$ cat src/rtl/wp_pkg.sv
package wp_pkg;
  typedef enum logic {
    FLAG_OFF = 1'b0,
    FLAG_ON  = 1'b1
  } flag_e;
endpackage

$ cat src/rtl/wp_seq_match.sv
module wp_seq_match #(
  parameter int AW  = 17,
  parameter int DW  = 8,
  parameter int LEN = 3,
  parameter logic [LEN*AW-1:0] ADDRS = '0,
  parameter logic [LEN*DW-1:0] DATAS = '0,
  localparam int IW = (LEN > 1) ? $clog2(LEN) : 1
) (
  input  logic          clk_i,
  input  logic          rst_ni,
  input  logic          step_i,
  input  logic [AW-1:0] addr_i,
  input  logic [DW-1:0] data_i,
  output logic          hit_o,
  output logic          done_o
);
  logic [IW-1:0] idx_q;
  logic [LEN-1:0] elem_hit;

  // step i of the run sits at slice i of the packed pairs
  for (genvar g = 0; g < LEN; g++) begin : g_elem
    assign elem_hit[g] = (idx_q == IW'(g)) &&
                         (addr_i == ADDRS[g*AW +: AW]) &&
                         (data_i == DATAS[g*DW +: DW]);
  end

  assign hit_o  = step_i && (|elem_hit);
  assign done_o = hit_o && (idx_q == IW'(LEN - 1));

  always_ff @(posedge clk_i or negedge rst_ni) begin
    if (!rst_ni) begin
      idx_q <= '0;
    end else if (step_i) begin
      if (hit_o && !done_o) idx_q <= idx_q + IW'(1);
      else                  idx_q <= '0;
    end
  end

  assert_idx_range_R10: assert property (@(posedge clk_i) disable iff (!rst_ni)
    idx_q < IW'(LEN));

  assert_hold_when_idle_R4: assert property (@(posedge clk_i) disable iff (!rst_ni)
    !step_i |=> $stable(idx_q));
endmodule

$ cat src/rtl/wp_flag_timer.sv
module wp_flag_timer
  import wp_pkg::*;
#(
  parameter int TWC_CYCLES = 625000,
  localparam int CW = $clog2(TWC_CYCLES + 1)
) (
  input  logic  clk_i,
  input  logic  rst_ni,
  input  logic  start_i,
  input  flag_e target_i,
  output logic  busy_o,
  output logic  prot_o
);
  logic [CW-1:0] cnt_q;
  logic          busy_q;
  flag_e         pend_q;
  flag_e         prot_q;

  always_ff @(posedge clk_i or negedge rst_ni) begin
    if (!rst_ni) begin
      busy_q <= 1'b0;
      cnt_q  <= '0;
      pend_q <= FLAG_OFF;
      prot_q <= FLAG_OFF;
    end else if (busy_q) begin
      if (cnt_q == '0) begin
        busy_q <= 1'b0;
        prot_q <= pend_q;
      end else begin
        cnt_q <= cnt_q - CW'(1);
      end
    end else if (start_i) begin
      busy_q <= 1'b1;
      cnt_q  <= CW'(TWC_CYCLES - 1);
      pend_q <= target_i;
    end
  end

  assign busy_o = busy_q;
  assign prot_o = (prot_q == FLAG_ON);

  assert_flag_moves_on_busy_fall_R3: assert property (@(posedge clk_i) disable iff (!rst_ni)
    !$stable(prot_q) |-> $fell(busy_q));

  assert_no_start_when_busy_R4: assert property (@(posedge clk_i) disable iff (!rst_ni)
    busy_q |-> !start_i);

  assert_busy_after_start_R9: assert property (@(posedge clk_i) disable iff (!rst_ni)
    (start_i && !busy_q) |=> busy_q);
endmodule

$ cat src/rtl/wp_page_window.sv
module wp_page_window #(
  parameter int AW              = 17,
  parameter int PAGE_BITS       = 8,
  parameter int LOAD_WIN_CYCLES = 12500,
  localparam int PW         = AW - PAGE_BITS,
  localparam int PAGE_BYTES = 1 << PAGE_BITS,
  localparam int BW         = PAGE_BITS + 1,
  localparam int TW         = $clog2(LOAD_WIN_CYCLES + 1)
) (
  input  logic          clk_i,
  input  logic          rst_ni,
  input  logic          open_i,
  input  logic          wr_i,
  input  logic [AW-1:0] addr_i,
  output logic          active_o,
  output logic          permit_o
);
  logic          active_q;
  logic          page_vld_q;
  logic [PW-1:0] page_q;
  logic [BW-1:0] bytes_q;
  logic [TW-1:0] idle_q;
  logic          same_page;

  assign same_page = !page_vld_q || (addr_i[AW-1:PAGE_BITS] == page_q);
  assign active_o  = active_q;
  assign permit_o  = active_q && wr_i && same_page;

  always_ff @(posedge clk_i or negedge rst_ni) begin
    if (!rst_ni) begin
      active_q   <= 1'b0;
      page_vld_q <= 1'b0;
      page_q     <= '0;
      bytes_q    <= '0;
      idle_q     <= '0;
    end else if (open_i) begin
      active_q   <= 1'b1;
      page_vld_q <= 1'b0;
      bytes_q    <= '0;
      idle_q     <= '0;
    end else if (active_q) begin
      if (wr_i) begin
        idle_q <= '0;
        if (same_page) begin
          page_vld_q <= 1'b1;
          page_q     <= addr_i[AW-1:PAGE_BITS];
          bytes_q    <= bytes_q + BW'(1);
          if (bytes_q == BW'(PAGE_BYTES - 1)) active_q <= 1'b0;
        end else begin
          active_q <= 1'b0;
        end
      end else if (idle_q == TW'(LOAD_WIN_CYCLES - 1)) begin
        active_q <= 1'b0;
      end else begin
        idle_q <= idle_q + TW'(1);
      end
    end
  end

  assert_page_limit_R6: assert property (@(posedge clk_i) disable iff (!rst_ni)
    bytes_q <= BW'(PAGE_BYTES));

  assert_foreign_page_closes_R7: assert property (@(posedge clk_i) disable iff (!rst_ni)
    (active_q && wr_i && !same_page && !open_i) |=> !active_q);
endmodule

$ cat src/rtl/wp_cmd_detect.sv
module wp_cmd_detect
  import wp_pkg::*;
#(
  parameter int AW              = 17,
  parameter int DW              = 8,
  parameter int PAGE_BITS       = 8,
  parameter int TWC_CYCLES      = 625000,
  parameter int LOAD_WIN_CYCLES = 12500,
  parameter int SET_LEN         = 3,
  parameter int CLR_LEN         = 6,
  // step 0 in the least significant slice
  parameter logic [SET_LEN*AW-1:0] SET_ADDRS = {17'h05555, 17'h02AAA, 17'h05555},
  parameter logic [SET_LEN*DW-1:0] SET_DATAS = {8'hA0, 8'h55, 8'hAA},
  parameter logic [CLR_LEN*AW-1:0] CLR_ADDRS = {17'h05555, 17'h02AAA, 17'h05555,
                                                17'h05555, 17'h02AAA, 17'h05555},
  parameter logic [CLR_LEN*DW-1:0] CLR_DATAS = {8'h20, 8'h55, 8'hAA, 8'h80, 8'h55, 8'hAA}
) (
  input  logic          clk_i,
  input  logic          rst_ni,
  input  logic          wr_i,
  input  logic [AW-1:0] addr_i,
  input  logic [DW-1:0] data_i,
  output logic          permit_o,
  output logic          prot_o,
  output logic          busy_o
);
  logic  step;
  logic  set_hit, set_done, clr_hit, clr_done;
  logic  win_active, win_permit, win_open;
  logic  tmr_start;
  flag_e tmr_target;

  assign step = wr_i && !busy_o && !win_active;

  wp_seq_match #(
    .AW(AW), .DW(DW), .LEN(SET_LEN), .ADDRS(SET_ADDRS), .DATAS(SET_DATAS)
  ) u_set_match (
    .clk_i(clk_i), .rst_ni(rst_ni), .step_i(step),
    .addr_i(addr_i), .data_i(data_i), .hit_o(set_hit), .done_o(set_done)
  );

  wp_seq_match #(
    .AW(AW), .DW(DW), .LEN(CLR_LEN), .ADDRS(CLR_ADDRS), .DATAS(CLR_DATAS)
  ) u_clr_match (
    .clk_i(clk_i), .rst_ni(rst_ni), .step_i(step),
    .addr_i(addr_i), .data_i(data_i), .hit_o(clr_hit), .done_o(clr_done)
  );

  // clear run wins if both ever complete together
  assign tmr_start  = clr_done || (set_done && !prot_o);
  assign tmr_target = clr_done ? FLAG_OFF : FLAG_ON;
  assign win_open   = set_done && !clr_done && prot_o;

  wp_flag_timer #(.TWC_CYCLES(TWC_CYCLES)) u_timer (
    .clk_i(clk_i), .rst_ni(rst_ni), .start_i(tmr_start), .target_i(tmr_target),
    .busy_o(busy_o), .prot_o(prot_o)
  );

  wp_page_window #(
    .AW(AW), .PAGE_BITS(PAGE_BITS), .LOAD_WIN_CYCLES(LOAD_WIN_CYCLES)
  ) u_window (
    .clk_i(clk_i), .rst_ni(rst_ni), .open_i(win_open), .wr_i(wr_i),
    .addr_i(addr_i), .active_o(win_active), .permit_o(win_permit)
  );

  always_comb begin
    if (!wr_i || busy_o)  permit_o = 1'b0;
    else if (win_active)  permit_o = win_permit;
    else                  permit_o = !(set_hit || clr_hit) && !prot_o;
  end

  assert_busy_blocks_R4: assert property (@(posedge clk_i) disable iff (!rst_ni)
    busy_o |-> !permit_o);

  assert_protected_blocks_R5: assert property (@(posedge clk_i) disable iff (!rst_ni)
    (prot_o && !win_active) |-> !permit_o);

  assert_unlock_no_busy_R6: assert property (@(posedge clk_i) disable iff (!rst_ni)
    win_open |=> (win_active && !busy_o));

  assert_command_consumed_R3: assert property (@(posedge clk_i) disable iff (!rst_ni)
    (set_hit || clr_hit) |-> !permit_o);
endmodule

$ cat config.mk
export PLATFORM = sky130hd
export DESIGN_NAME = wp_cmd_detect
export DESIGN_NICKNAME = d
export VERILOG_FILES = /design/src/rtl/wp_pkg.sv /design/src/rtl/wp_seq_match.sv /design/src/rtl/wp_flag_timer.sv /design/src/rtl/wp_page_window.sv /design/src/rtl/wp_cmd_detect.sv
export SDC_FILE = /design/constraint.sdc
export NUM_CORES = 1
export LEC_CHECK = 0
export ABC_CLOCK_PERIOD_IN_PS = 2800
export BUFFER_PORTS_ARGS = -buffer_cell sky130_fd_sc_hd__buf_2
export CAP_MARGIN = 20
export CORE_ASPECT_RATIO = 2
export CORE_MARGIN = 2
export CORE_UTILIZATION = 40
export CTS_BUF_LIST = sky130_fd_sc_hd__clkbuf_8
export DETAILED_ROUTE_END_ITERATION = 8
export GPL_TIMING_DRIVEN = 1
export REMOVE_ABC_BUFFERS = 1
export SLEW_MARGIN = 0
export SYNTH_ARGS = -nofsm -noshare
export SYNTH_HDL_FRONTEND = slang
export SYNTH_SLANG_ARGS = --single-unit
export TNS_END_PERCENT = 100
$ cat constraint.sdc
create_clock -name clk_i -period 2.8 [get_ports clk_i]
set_input_delay 0.28 -clock clk_i [delete_from_list [all_inputs] [get_ports clk_i]]
set_output_delay 0.28 -clock clk_i [all_outputs]
set_load 0.1 [all_outputs]
==> impl_metrics.ini <==
[die]
coreArea_um2 = 8950
die_x_um = 71.8
die_y_um = 140
initial_utilization = 0.411
die_area_um2 = 10000
design.portCount = 31
num_rows = 49

[cts]
clockBufferDepth = 2
cts_inserted_buffers = 9
htreeDepth = 3
clk_pin_slew_ps = 70
worstSkewPairLatency_ps = 340
clock_sinks = 62
cts_tree = built
cts-root-buf = clkbuf_8

[pwr]
p_leak_nw = 1.72
irDropWorstVdd_v = 0.000293
p_per_area_nw_per_um2 = 410

[sta]
setup_ws_ps = 159
slew_viol_final = 0
period_share = 0.943
setup_viol = 0
worst_pin_slew_ps = 865
rsz0062_at_grt = false
fmax_ghz = 0.379
finClkSkew_ps = 6.03
post-route-min-period_ps = 2640
hold_viol = 0
slew_headroom = 0.423

[route]
wl_per_cell_um = 16.5
drc = 0
drt_iter0_markers = 171
drt-total-wl_um = 8900
postRouteAntennaNets = 0
dr.pass1.iters = 4
vias = 3136
vias_per_cell = 5.83

[logic_synthesis]
yosysWarnings = 0
synth_cells = 386
syn_area_um2 = 3680
postSynthAreaPerCell_um2 = 9.54
synthArstFlopShare = 1.00
synth-seq-area-share = 0.421
synth_ff_type = dfrtp_1
synth_cell_type_count = 59
ys_ff_latch = 62
synth_edf_count = 0

[layout]
postLayoutCoreUtil = 0.479
diodes = 0
final_area_um2 = 4290
fin_nets = 472
final_common_cell = dfrtp_1
syn2layout_area_growth_pct = 16.5
mostFrequentLayoutCells = dfrtp_1, nand2_1, nor2_1
layout-drive-gt1-share = 0.197

[worst_setup_path]
end_kind = register
reg2reg_slack_ps = 160
crit_arrival_ps = 2870
critPathRequiredTime_ps = 3030
crit_type = reg -> reg
reg2reg_depth = 9
reg2reg_from = u_set_match.idx_q[0]
crit_path_max_fanout = 11
rr_endpoint = u_window.idle_q[3]
start_kind = register

[status]
status = complete, no violations

[placement]
dpl_cell_area_um2 = 4050
hpwlAfterDp_um = 6640
portBuffers = 30
place.gp.congestion = 0.891
dpl_worst_slack_ps = 60.1

[global_routing]
grt_remaining_overflow = 0
grt_pass1_wl_um = 15100
antenna_found_initial = 0
grtUsageTotal = 0.190
first_global_vias = 3265
grt_max_degree = 34

[worst_hold_path]
hp-class = in -> async

[flow_run]
max-cap-violations = 0
==> layer usage <==
layer | part of all wire | vias to the layer above | global-route usage
met4 | 0.036 | 0 | 0.112
met3 | 0.032 | 27 | 0.0355
met5 | 0 | - | 0
met1 | 0.39 | 1540 | 0.207
li1 | - | 1501 | -
met2 | 0.54 | 68 | 0.331
==> worst max-delay path: stages, from the launching register on <==
cell and delay [ps]:
dfrtp_1 390, inv_2 70, ha_1 160, or3b_2 450
a211o_1 300, o32ai_2 120, nor4b_2 290, buf_4 220
a2bb2o_1 300, a22o_1 240
==> cells by family after synthesis <==
family | count (synthesis) | synth area share
AOI/OAI and AO/OA | 64 | 0.128
xor gates and xnor gates | 28 | 0.0666
and+or+nand+nor | 171 | 0.261
DFF | 62 | 0.421
adders and majority gates | 12 | 0.0408
buffers and inverters | 33 | 0.0347
muxes | 16 | 0.0472
==> power breakdown <==
group | total, mW | internal [mW] | switching, mW
Combinational | 0.0902 | 0.0330 | 0.0571
Clock | 0.774 | 0.424 | 0.350
Sequential | 0.895 | 0.895 | 0.0000000318
Total | 1.76 | 1.35 | 0.407
==> layout make-up <==
class | count | area [µm²]
timing repair buffer | 47 | 305
clock buffer | 10 | 138
inverter | 21 | 78.8
clock inverter | 5 | 51.3
multi-input combinational | 291 | 2040
sequential | 62 | 1550
fill | 835 | 4660
tap | 102 | 128
==> stage by stage <==
stage / total power [mW] / cells / hold WS, ps / setup TNS (ps)
after floorplan: 0.936 / 374 / -15.6 / -7300
after global placement: 1.00 / 521 / 398 / 0
after detailed placement: 1.00 / 521 / 398 / 0
after CTS: 1.79 / 538 / 26.5 / 0
after global routing: 1.83 / 538 / 79.3 / 0
final: 1.76 / 538 / 14.4 / 0
==> cell usage after synthesis (2+ instances only) <==
cell | number | area (µm²)
o2bb2ai_1 | 2 | 17.5
inv_1 | 21 | 78.8
a21oi_1 | 6 | 30.0
a32o_1 | 4 | 40.0
o21bai_1 | 2 | 15.0
nand2_1 | 40 | 150
or4_1 | 3 | 22.5
and3_1 | 3 | 18.8
nor3_1 | 14 | 70.1
a2bb2o_1 | 2 | 20.0
a31oi_1 | 2 | 12.5
o32ai_1 | 2 | 17.5
a22o_1 | 4 | 35.0
o31a_1 | 2 | 17.5
nor4bb_1 | 8 | 80.1
nor4b_1 | 8 | 70.1
clkbuf_1 | 9 | 33.8
o22ai_1 | 8 | 50.1
nand2b_1 | 7 | 43.8
mux2i_1 | 5 | 50.1
or2_2 | 2 | 12.5
nor4_1 | 7 | 43.8
nor3b_1 | 3 | 22.5
nor2_1 | 32 | 120
nor2b_1 | 2 | 12.5
mux2_2 | 11 | 124
nand3b_1 | 4 | 30.0
nand3_1 | 13 | 65.1
o21ai_0 | 12 | 60.1
xor2_1 | 10 | 87.6
or3_1 | 6 | 37.5
nand4b_1 | 2 | 17.5
xnor2_1 | 18 | 158
ha_1 | 12 | 150
a2111o_1 | 2 | 22.5
nand4_1 | 8 | 50.1
and4b_1 | 2 | 20.0
o21a_1 | 2 | 15.0
o31ai_1 | 2 | 15.0
buf_2 | 3 | 15.0
dfrtp_1 | 62 | 1550
a211oi_1 | 2 | 15.0
==> worst max-delay path by stage <==
stage | start | cells after the start | end | slack [ps]
after floorplan | u_timer.busy_o | 4 | permit_o | -1270
final | u_set_match.idx_q[0] | 9 | u_window.idle_q[3] | 160
after global routing | u_clr_match.idx_q[0] | 9 | permit_o | 40
after global placement | u_set_match.idx_q[0] | 9 | u_window.idle_q[3] | 140
after detailed placement | u_set_match.idx_q[0] | 9 | u_window.idle_q[3] | 60
after CTS | u_set_match.idx_q[0] | 10 | permit_o | 1
==> state kept, by name (all words and copies together) (netlist names) <==
register             flops
u_timer.busy_o           1
u_clr_match.idx_q        3
u_window.page_vld_q      1
u_window.bytes_q         9
u_timer.pend_q           1
u_window.page_q          9
u_set_match.idx_q        2
u_window.active_o        1
u_timer.cnt_q           20
u_window.idle_q         14
u_timer.prot_o           1
==> timing repair <==
item,CTS,global route
hold buffers,0,0
setup buffers,2,1
setup endpoints to repair,1,6
pin swaps,1,4
hold endpoints to repair,0,0
resized for setup,2,7
Note: power is estimated with default switching activity, not from simulation.
